--- config.mk ---
export PLATFORM = sky130hd
export DESIGN_NAME = opfetch_seq
export DESIGN_NICKNAME = d
export VERILOG_FILES = /design/src/rtl/opf_pkg.sv /design/src/rtl/opf_pfx_dec.sv /design/src/rtl/opf_pc.sv /design/src/rtl/opf_ctrl.sv /design/src/rtl/opfetch_seq.sv
export SDC_FILE = /design/constraint.sdc
export NUM_CORES = 1
export LEC_CHECK = 0
export BUFFER_PORTS_ARGS = -buffer_cell sky130_fd_sc_hd__buf_2
export CORE_MARGIN = 4
export CORE_UTILIZATION = 56
export DETAILED_ROUTE_END_ITERATION = 6
export PLACE_DENSITY = 0.84
export REMOVE_ABC_BUFFERS = 1
export SLEW_MARGIN = 20
export SYNTH_ARGS = -nofsm -noshare
export SYNTH_HDL_FRONTEND = slang
export SYNTH_SLANG_ARGS = --single-unit
--- constraint.sdc ---
create_clock -name clk -period 3.2 [get_ports clk]
set_input_delay 0.48 -clock clk [delete_from_list [all_inputs] [get_ports clk]]
set_output_delay 0.48 -clock clk [all_outputs]
set_load 0.05 [all_outputs]
--- src/rtl/opf_pkg.sv ---
package opf_pkg;

  localparam logic [7:0] ESC_EXT = 8'hED;
  localparam logic [7:0] ESC_BIT = 8'hCB;
  localparam logic [7:0] ESC_IXA = 8'hDD;
  localparam logic [7:0] ESC_IXB = 8'hFD;

  localparam int PFX_W = 4;
  typedef logic [PFX_W-1:0] pfx_set_t;

  localparam pfx_set_t PS_NONE = 4'b0000;
  localparam pfx_set_t PS_EXT  = 4'b0001;
  localparam pfx_set_t PS_BIT  = 4'b0010;
  localparam pfx_set_t PS_IXA  = 4'b0100;
  localparam pfx_set_t PS_IXB  = 4'b1000;

  typedef enum logic [2:0] {
    ST_OP1,
    ST_OP2,
    ST_OP3,
    ST_IMM_LO,
    ST_IMM_HI,
    ST_IDLE,
    ST_HALT
  } seq_state_t;

  function automatic pfx_set_t byte_to_pfx(input logic [7:0] b);
    case (b)
      ESC_EXT: byte_to_pfx = PS_EXT;
      ESC_BIT: byte_to_pfx = PS_BIT;
      ESC_IXA: byte_to_pfx = PS_IXA;
      ESC_IXB: byte_to_pfx = PS_IXB;
      default: byte_to_pfx = PS_NONE;
    endcase
  endfunction

  function automatic logic can_chain(input pfx_set_t p);
    can_chain = (p == PS_IXA) || (p == PS_IXB);
  endfunction

endpackage

--- src/rtl/opf_pfx_dec.sv ---
module opf_pfx_dec
  import opf_pkg::*;
#(
  parameter int NCLS = 1 << PFX_W
) (
  input  logic [7:0] byte_i,
  input  pfx_set_t   cand_i,
  output pfx_set_t   pfx_o,
  output logic       legal_o
);

  logic [NCLS-1:0] legal_mask;

  // Legal sets: the extended escape alone, or any set without it that
  // does not hold both index escapes.
  for (genvar g = 0; g < NCLS; g++) begin : g_cls
    localparam logic [PFX_W-1:0] GV = PFX_W'(g);
    assign legal_mask[g] = (GV == PS_EXT) || (!GV[0] && !(GV[2] && GV[3]));
  end

  assign pfx_o   = byte_to_pfx(byte_i);
  assign legal_o = legal_mask[cand_i];

endmodule

--- src/rtl/opf_pc.sv ---
module opf_pc #(
  parameter int          ADDR_W   = 16,
  parameter logic [15:0] RESET_PC = 16'h0000
) (
  input  logic              clk,
  input  logic              rst_n,
  input  logic              step_i,
  output logic [ADDR_W-1:0] pc_o
);

  logic [ADDR_W-1:0] pc_q, pc_d;

  always_comb begin
    pc_d = pc_q;
    if (step_i) pc_d = pc_q + ADDR_W'(1);
  end

  always_ff @(posedge clk or negedge rst_n) begin
    if (!rst_n) pc_q <= ADDR_W'(RESET_PC);
    else if (step_i) pc_q <= pc_d;
  end

  assign pc_o = pc_q;

endmodule

--- src/rtl/opf_ctrl.sv ---
module opf_ctrl
  import opf_pkg::*;
#(
  parameter int DATA_W = 8
) (
  input  logic              clk,
  input  logic              rst_n,
  input  logic              mem_ack,
  input  logic [DATA_W-1:0] mem_rdata,
  input  logic              next_req,
  input  logic              imm_req,
  input  logic              halt_req,
  input  pfx_set_t          byte_pfx,
  input  logic              cand_legal,
  output pfx_set_t          cand_cls,
  output logic              mem_req,
  output logic              step,
  output logic              op_valid,
  output pfx_set_t          op_class,
  output logic [DATA_W-1:0] op_byte,
  output logic              op_invalid,
  output logic              imm_valid,
  output logic [2*DATA_W-1:0] imm_data,
  output logic              halted
);

  seq_state_t st_q, st_d;
  pfx_set_t   cls_q, cls_d;
  logic [DATA_W-1:0] lo_q, lo_d;

  logic              ov_d, inv_d, iv_d;
  pfx_set_t          ocls_d;
  logic [DATA_W-1:0] obyte_d;
  logic              emit, imm_done;
  logic [2*DATA_W-1:0] idata_d;

  assign mem_req = (st_q == ST_OP1) || (st_q == ST_OP2) || (st_q == ST_OP3) ||
                   (st_q == ST_IMM_LO) || (st_q == ST_IMM_HI);
  assign step    = mem_req && mem_ack;
  assign cand_cls = (st_q == ST_OP1) ? PS_NONE : cls_q;

  always_comb begin
    st_d     = st_q;
    cls_d    = cls_q;
    lo_d     = lo_q;
    emit     = 1'b0;
    imm_done = 1'b0;
    unique case (st_q)
      ST_OP1: if (mem_ack) begin
        if (byte_pfx != PS_NONE) begin
          cls_d = byte_pfx;
          st_d  = ST_OP2;
        end else begin
          emit = 1'b1;
        end
      end
      ST_OP2: if (mem_ack) begin
        if ((byte_pfx != PS_NONE) && can_chain(cls_q)) begin
          cls_d = cls_q | byte_pfx;
          st_d  = ST_OP3;
        end else begin
          emit = 1'b1;
        end
      end
      ST_OP3: if (mem_ack) emit = 1'b1;
      ST_IMM_LO: if (mem_ack) begin
        lo_d = mem_rdata;
        st_d = ST_IMM_HI;
      end
      ST_IMM_HI: if (mem_ack) begin
        imm_done = 1'b1;
        st_d     = ST_IDLE;
      end
      ST_IDLE: begin
        if (halt_req)      st_d = ST_HALT;
        else if (imm_req)  st_d = ST_IMM_LO;
        else if (next_req) begin
          st_d  = ST_OP1;
          cls_d = PS_NONE;
        end
      end
      ST_HALT: st_d = ST_HALT;
      default: st_d = ST_HALT;
    endcase
    if (emit) st_d = ST_IDLE;
  end

  always_comb begin
    ov_d    = emit;
    ocls_d  = emit ? cand_cls : op_class;
    obyte_d = emit ? mem_rdata : op_byte;
    inv_d   = emit && !cand_legal;
    iv_d    = imm_done;
    idata_d = imm_done ? {mem_rdata, lo_q} : imm_data;
  end

  always_ff @(posedge clk or negedge rst_n) begin
    if (!rst_n) begin
      st_q       <= ST_OP1;
      cls_q      <= PS_NONE;
      lo_q       <= '0;
      op_valid   <= 1'b0;
      op_class   <= PS_NONE;
      op_byte    <= '0;
      op_invalid <= 1'b0;
      imm_valid  <= 1'b0;
      imm_data   <= '0;
    end else begin
      st_q       <= st_d;
      cls_q      <= cls_d;
      lo_q       <= lo_d;
      op_valid   <= ov_d;
      op_class   <= ocls_d;
      op_byte    <= obyte_d;
      op_invalid <= inv_d;
      imm_valid  <= iv_d;
      imm_data   <= idata_d;
    end
  end

  assign halted = (st_q == ST_HALT);

endmodule

--- src/rtl/opfetch_seq.sv ---
module opfetch_seq
  import opf_pkg::*;
#(
  parameter int          ADDR_W   = 16,
  parameter int          DATA_W   = 8,
  parameter logic [15:0] RESET_PC = 16'h0000
) (
  input  logic                clk,
  input  logic                rst_n,
  output logic                mem_req,
  output logic [ADDR_W-1:0]   mem_addr,
  input  logic                mem_ack,
  input  logic [DATA_W-1:0]   mem_rdata,
  input  logic                next_req,
  input  logic                imm_req,
  input  logic                halt_req,
  output logic                op_valid,
  output logic [3:0]          op_class,
  output logic [DATA_W-1:0]   op_byte,
  output logic                op_invalid,
  output logic                imm_valid,
  output logic [2*DATA_W-1:0] imm_data,
  output logic                halted,
  output logic [ADDR_W-1:0]   pc
);

  logic [1:0] rst_sync_q;
  logic       rst_int_n;
  pfx_set_t   byte_pfx, cand_cls, cls_out;
  logic       cand_legal, step;

  always_ff @(posedge clk or negedge rst_n) begin
    if (!rst_n) rst_sync_q <= 2'b00;
    else        rst_sync_q <= {rst_sync_q[0], 1'b1};
  end
  assign rst_int_n = rst_sync_q[1];

  opf_pfx_dec u_dec (
    .byte_i  (mem_rdata),
    .cand_i  (cand_cls),
    .pfx_o   (byte_pfx),
    .legal_o (cand_legal)
  );

  opf_pc #(.ADDR_W(ADDR_W), .RESET_PC(RESET_PC)) u_pc (
    .clk    (clk),
    .rst_n  (rst_int_n),
    .step_i (step),
    .pc_o   (pc)
  );

  opf_ctrl #(.DATA_W(DATA_W)) u_ctrl (
    .clk        (clk),
    .rst_n      (rst_int_n),
    .mem_ack    (mem_ack),
    .mem_rdata  (mem_rdata),
    .next_req   (next_req),
    .imm_req    (imm_req),
    .halt_req   (halt_req),
    .byte_pfx   (byte_pfx),
    .cand_legal (cand_legal),
    .cand_cls   (cand_cls),
    .mem_req    (mem_req),
    .step       (step),
    .op_valid   (op_valid),
    .op_class   (cls_out),
    .op_byte    (op_byte),
    .op_invalid (op_invalid),
    .imm_valid  (imm_valid),
    .imm_data   (imm_data),
    .halted     (halted)
  );

  assign op_class = cls_out;
  assign mem_addr = pc;

endmodule

# Word-level counts from Yosys, hierarchy flattened
# Memories as Yosys holds them, arrays and structs flattened.
# Index checks and enable logic that the tools add are counted.
classes:
  n_reduce_logical: 15
  bitwise: 1
  n_eq_ne: 27
  order_cmp: 1
  n_mux: 29
  add_sub_neg: 1
op_table:
  columns: ["op", "n"]
  rows:
  - ["$eq A8 B8 Y1 const B", 4]
  - ["$mux W4", 8]
  - ["$mux W3", 10]
  - ["$ne A3 B2 Y1 const B", 6]
  - ["$pmux W3 S6", 1]
  - ["$add A16 B1 Y16 const B", 1]
  - ["$pmux W4 S4", 1]
  - ["$reduce_and A8 Y1", 2]
  - ["$ne A2 B2 Y1 const B", 7]
  - ["$pmux W4 S3", 1]
  - ["$eq A3 B3 Y1 const B", 3]
  - ["$mux W1", 7]
  - ["$eq A3 B2 Y1 const B", 2]
  - ["$logic_or A1 B1 Y1", 5]
  - ["$lt A4 B5 Y1 const B", 1]
  - ["$ne A5 B4 Y1 const B", 1]
  - ["$eq A4 B3 Y1 const B", 1]
  - ["$eq A4 B4 Y1 const B", 1]
  - ["$or A4 B4 Y4", 1]
  - ["$reduce_bool A4 Y1", 1]
  - ["$eq A3 B1 Y1 const B", 1]
  - ["$logic_and A1 B1 Y1", 3]
  - ["$logic_not A3 Y1", 1]
  - ["$pmux W1 S3", 1]
  - ["other kinds (4)", 4]
word_totals:
  word_cells: 86
  romBits: 16
  register_bits: 64
  input_bits: 14
  n_memories: 1
mem_list:
  columns: ["name", "words", "width", "rd", "rd_ports_with_merged_regs", "write_ports", "line", "text"]
  rows:
  - ["(no name shown)", 16, 1, 1, 0, 0, "opf_pfx_dec.sv:22", "assign legal_o = legal_mask[cand_i];"]

# Logic depth before layout (Yosys ltp)
logic_depth:
  depth_word: 9
  depth_mapped: 7
  ltp_nobuf: 5

# By module
# A second synthesis with hierarchy kept.
unflattened:
  hier_cells: 231
  hier_area_um2: 2934.1
modules_own_cells:
  columns: ["module", "cells_per_inst", "instances", "seq_area_each_um2", "area_per_inst_um2"]
  rows:
  - ["opf_ctrl", 145, 1, 1151.1, 1993.2]
  - ["opf_pc", 56, 1, 400.4, 695.7]
  - ["opfetch_seq", 19, 1, 50.0, 173.9]
  - ["opf_pfx_dec", 11, 1, 0.0, 71.3]

# Worst setup path before layout
# Ideal clock, no wire load.
synth_timing:
  kind: "register -> register"
  from: "reg u_ctrl.st_q[1]"
  to: "reg u_pc.pc_q[1] (netlist: u_pc.pc_o[1])"
  t_arrival_ps: 2497
  path_stages_with_launch: 6
  period_less_slack_ps: 2622
  required_time_ps: 3075
  path_buffers: 2
  setup_time_ps: 125
  setup_slack_ps: 578
  cell_sequence: "dfrtp_1 > buf_2 > o21ai_0 > and2_1 > clkbuf_1 > mux2_2"
synth_via:
  elab_chain_cells: 6
  elab_cells_between_ends: 10
  classes_between: "eq/ne (4); reduce/logical (6)"
synth_rtl:
  columns: ["element", "line", "text"]
  rows:
  - ["start: declaration", "opf_ctrl.sv:27", "seq_state_t st_q, st_d;"]
  - ["start signal: assignment", "opf_ctrl.sv:109", "st_q <= st_d;"]
  - ["$eq A3 B1 Y1 / $logic_not A3 Y1 (equally long branches)", "opf_ctrl.sv:37", "assign mem_req = (st_q == ST_OP1) || (st_q == ST_OP2) || (st_q == ST_OP3) ||"]
  - ["$logic_or A1 B1 Y1 (3 in series)", "opf_ctrl.sv:37", null]
  - ["$logic_or A1 B1 Y1 *", "opf_ctrl.sv:38", "(st_q == ST_IMM_LO) || (st_q == ST_IMM_HI);"]
  - ["net mem_req", "opfetch_seq.sv:10", "output logic mem_req,"]
  - ["$logic_and A1 B1 Y1 *", "opf_ctrl.sv:39", "assign step = mem_req && mem_ack;"]
  - ["end signal: assignment", "opf_pc.sv:19", "if (!rst_n) pc_q <= ADDR_W'(RESET_PC);"]
  - ["end signal: assignment", "opf_pc.sv:20", "else if (step_i) pc_q <= pc_d;"]
  - ["end: declaration", "opf_pc.sv:11", "logic [ADDR_W-1:0] pc_q, pc_d;"]
# Mark *: on every way through the listed nets, which the timed path passes. The rest lies on a longest branch.
# A chain may end at the register's enable or synchronous reset.

# Worst setup path after layout
layout_timing:
  from: "reg u_ctrl.st_q[2]"
  to: "reg u_ctrl.op_byte[2]"
layout_via:
  elab_chain_cells: 2
  elab_cells_between_ends: 4
  classes_between: "eq/ne (2); mux (1); reduce/logical (1)"
layout_rtl:
  columns: ["element", "line", "text"]
  rows:
  - ["$eq A3 B2 Y1, or another cell as far along", "opf_ctrl.sv:48", "unique case (st_q)"]
  - ["$pmux W1 S3 *", "opf_ctrl.sv:48", null]
  - ["end signal: assignment", "opf_ctrl.sv:114", "op_byte <= obyte_d;"]
  - ["end: declaration", "opf_ctrl.sv:20", "output logic [DATA_W-1:0] op_byte,"]
# Mark *: on every way between the ends. The rest lies on a longest branch, timed or not.

==> summary.md <==
| Metric | Value |
|---|---|
| Final-report hold violation count | `0` |
| Vias in the first global route | `2084` |
| P_int | `2.052 mW` |
| Fmax | `0.4163 GHz` |
| Final Cycle Share | `75.07%` |
| Multi-input logic area | `about 1100 um2` |
| Depth of the most critical reg-to-reg path | `4` |
| H-tree depth | `3` |
| Switching power | `1.739 mW` |
| CP max FO | `21` |
| Synthesized cell area | `between 2000 and 3000 um2` |
| First-pass GRT wire length | `~10000 um` |
| Slew Limit Fails | `0` |
| WL per Instance | `approximately 16 um` |
| # setup viols final | `0` |
| Std cell rows | `25` |
| Actual slew at the worst max-slew pin | `about 0.9 ns` |
| Post-cts resize count | `0` |
| # hold bufs at CTS | `1` |
| Final WL | `around 6000 um` |
| Synth Warn # | `0` |
| Sequential share of the synthesized area | `55.27%` |
| Leading area contributor after synthesis | `dfrtp_1` |
| Status | `completed` |
| DR DRC count | `0` |
| Worst Hold Class | `reg -> async` |
| Ranking of synthesized cells by area | `dfrtp_1 (55%), mux2_2 (11%), buf_4 (4.1%), xnor2_1 (3.9%), nand2_1 (3.4%)` |
| Via count | `2082` |
| Crit path kind | `reg -> reg` |
| Tmin final | `between 2 and 2.5 ns` |
| Die Wd | `79.94 um` |
| R2R Setup Slk | `0.80 ns` |
| Total I/O pin count | `a little under 80` |
| CP endpoint kind | `register` |
| CTS tree | `yes` |
| Number of DRC markers in iteration 0 | `184` |
| Initial antenna violation count | `0` |
| Dpl hpwl | `4270 um` |
| Max_slew headroom | `40.01%` |
| Ant. Diodes | `0` |
| Total core area | `roughly 4900 um2` |
| VDD IR max | `0.7552 mV` |
| Origin of the critical flop-to-flop path | `u_ctrl.st_q[2]` |
| Synth cell types | `48` |
| Number of synthesized flops with an enable pin | `0` |
| Max Cap Viol | `0` |
| Clk sink count | `between 60 and 70` |
| Nets | `321` |
| Reg power frac | `34.2%` |
| Grt total ovfl | `0` |
| Top post-synthesis cells by count | `dfrtp_1 (64), mux2_2 (29), nand2_1 (26)` |
| Sw frac | `a little under half` |
| Post-DR vias/cell | `5.508` |
| Final Skew | `about 0.007 ns` |
| Clock buffer depth | `2` |
| Root Buffer | `clkbuf_8` |
| Initial Util | `59.38%` |
| Core Util, Final | `71.13%` |
| Nature of the critical path startpoint | `register` |
| PortBufs | `78` |
| Detailed Routing Iterations Pass 1 | `4` |
| Comb power frac | `between 40% and 50%` |
| CP required | `roughly 3.4 ns` |
| Share of cells above drive strength 1 | `42.12%` |
| FFs w/ async S/R, synth | `100.0%` |
| Dominant synthesized flop cell | `dfrtp_1` |
| Register area | `between 1500 and 2000 um2` |
| Mapped Cells | `238` |
| Crit path DAT | `2.62 ns` |
| Clock share of power | `21.7%` |
| Setup repair bufs after CTS | `0` |
| Post-synth top area share | `approximately 55%` |
| GRT Total Usage | `between 20% and 30%` |
| Static leakage | `1.721 nW` |
| Worst-Skew Late Latency | `0.34 ns` |
| FF-to-FF End | `u_ctrl.op_byte[2]` |
| Worst-path clk slew | `0.07 ns` |
| Most frequent cell after synthesis | `dfrtp_1` |
| Pre-CTS setup slack | `0.7396 ns` |
| Die Ht | `79.94 um` |
| Fill cells | `372` |
| Final GP Congestion | `0.7684` |
| Syn Area/Cell | `around 12 um2` |
| Layout area overhead | `19.78%` |
| Num CTS Buffers | `9` |
| Power per cell area | `~1100 nW/um2` |
| Setup TNS | `0 ns` |
| Post-route worst setup slack | `0.7979 ns` |
| Largest net degree at the start of global routing | `38` |
| Antenna Nets Post-Route | `0` |
| RSZ-0062 raised after global routing | `no` |
| Yosys reg bits | `64` |
| Die Area | `6390 um2` |
==> routing by layer <==
layer  global-route usage (%)  vias up  wire length [um]
met5                        0        -                 0
met4                    10.64        0               155
li1                         -      961                 -
met1                    24.38     1019              2437
met3                    4.740       17               363
met2                    35.02       85              3018
==> sequential cells by signal (all words and copies together) (netlist names) <==
register           cells
u_ctrl.op_valid        1
u_ctrl.op_class        4
u_pc.pc_o             16
u_ctrl.st_q            3
u_ctrl.lo_q            8
u_ctrl.imm_valid       1
u_ctrl.op_invalid      1
rst_sync_q             2
u_ctrl.imm_data       16
u_ctrl.op_byte         8
u_ctrl.cls_q           4
==> critical path, cell delays in order (launching register included) <==
cell	delay, ns
dfrtp_1	0.60
and2b_1	0.28
a2bb2oi_2	0.17
o311ai_4	0.81
mux2_2	0.41
==> metrics by stage <==
step,power (mW),area (um2),hold WS (ns),std cells
final,3.791,3471,0.3574,378
after CTS,3.818,3471,0.3616,378
after floorplan,2.567,2735,0.1844,214
after global placement,2.935,3226,0.2646,361
after detailed placement,2.990,3226,0.2655,361
after global routing,3.976,3471,0.3820,378
==> power groups by stage <==
stage               sequential, mW  combinational [mW]  clock, mW
floorplan                     2.09               0.479          0
global placement              1.29                1.65          0
detailed placement            1.31                1.68          0
CTS                           1.30                1.69      0.834
global route                  1.34                1.77      0.872
finish                        1.29                1.67      0.822
==> final cells by class <==
| type | instances | area share, % |
|---|---|---|
| Multi-Input combinational cell | 145 | 32.12 |
| Sequential cell | 64 | 46.18 |
| Inverter | 5 | 0.5407 |
| Timing Repair Buffer | 81 | 11.97 |
| Clock buffer | 11 | 3.785 |
| Clock inverter | 5 | 2.992 |
| Tap cell | 67 | 2.415 |
==> cells by family (layout without fill, tap and decap cells) <==
logic type | after synthesis | count (layout) | share of synthesized area (%)
other | 1 | 1 | 0.1294
and+or+nand+nor | 64 | 64 | 12.48
xor gates and xnor gates | 16 | 16 | 4.836
buffers and inverters | 29 | 102 | 6.261
adders and majority gates | 1 | 1 | 0.4317
AOI/OAI and AO/OA | 34 | 34 | 9.327
DFF | 64 | 64 | 55.27
muxes | 29 | 29 | 11.27
==> placed cells by master, fill, tap and decap left out, drive strengths merged, types with 6 or more instances in the layout <==
master / Yosys / routed
nand3: 6 / 6
inv: 5 / 6
nand2: 26 / 26
nand4: 7 / 7
buf: 22 / 80
nor2: 6 / 6
o21ai: 10 / 10
xnor2: 13 / 13
dfrtp: 64 / 64
mux2: 29 / 29
clkbuf: 2 / 11
==> how the worst max path moves through the flow <==
stage,from,endpoint
2_1_floorplan,u_ctrl.st_q[1],u_pc.pc_o[11]
3_3_place_gp,mem_rdata[2],u_ctrl.op_byte[7]
3_5_place_dp,mem_rdata[2],u_ctrl.op_byte[3]
4_1_cts,u_ctrl.st_q[2],u_ctrl.op_byte[2]
5_1_grt,u_ctrl.st_q[1],u_ctrl.op_byte[2]
6_report,u_ctrl.st_q[2],u_ctrl.op_byte[2]
Power figures use the tool's default switching activity.
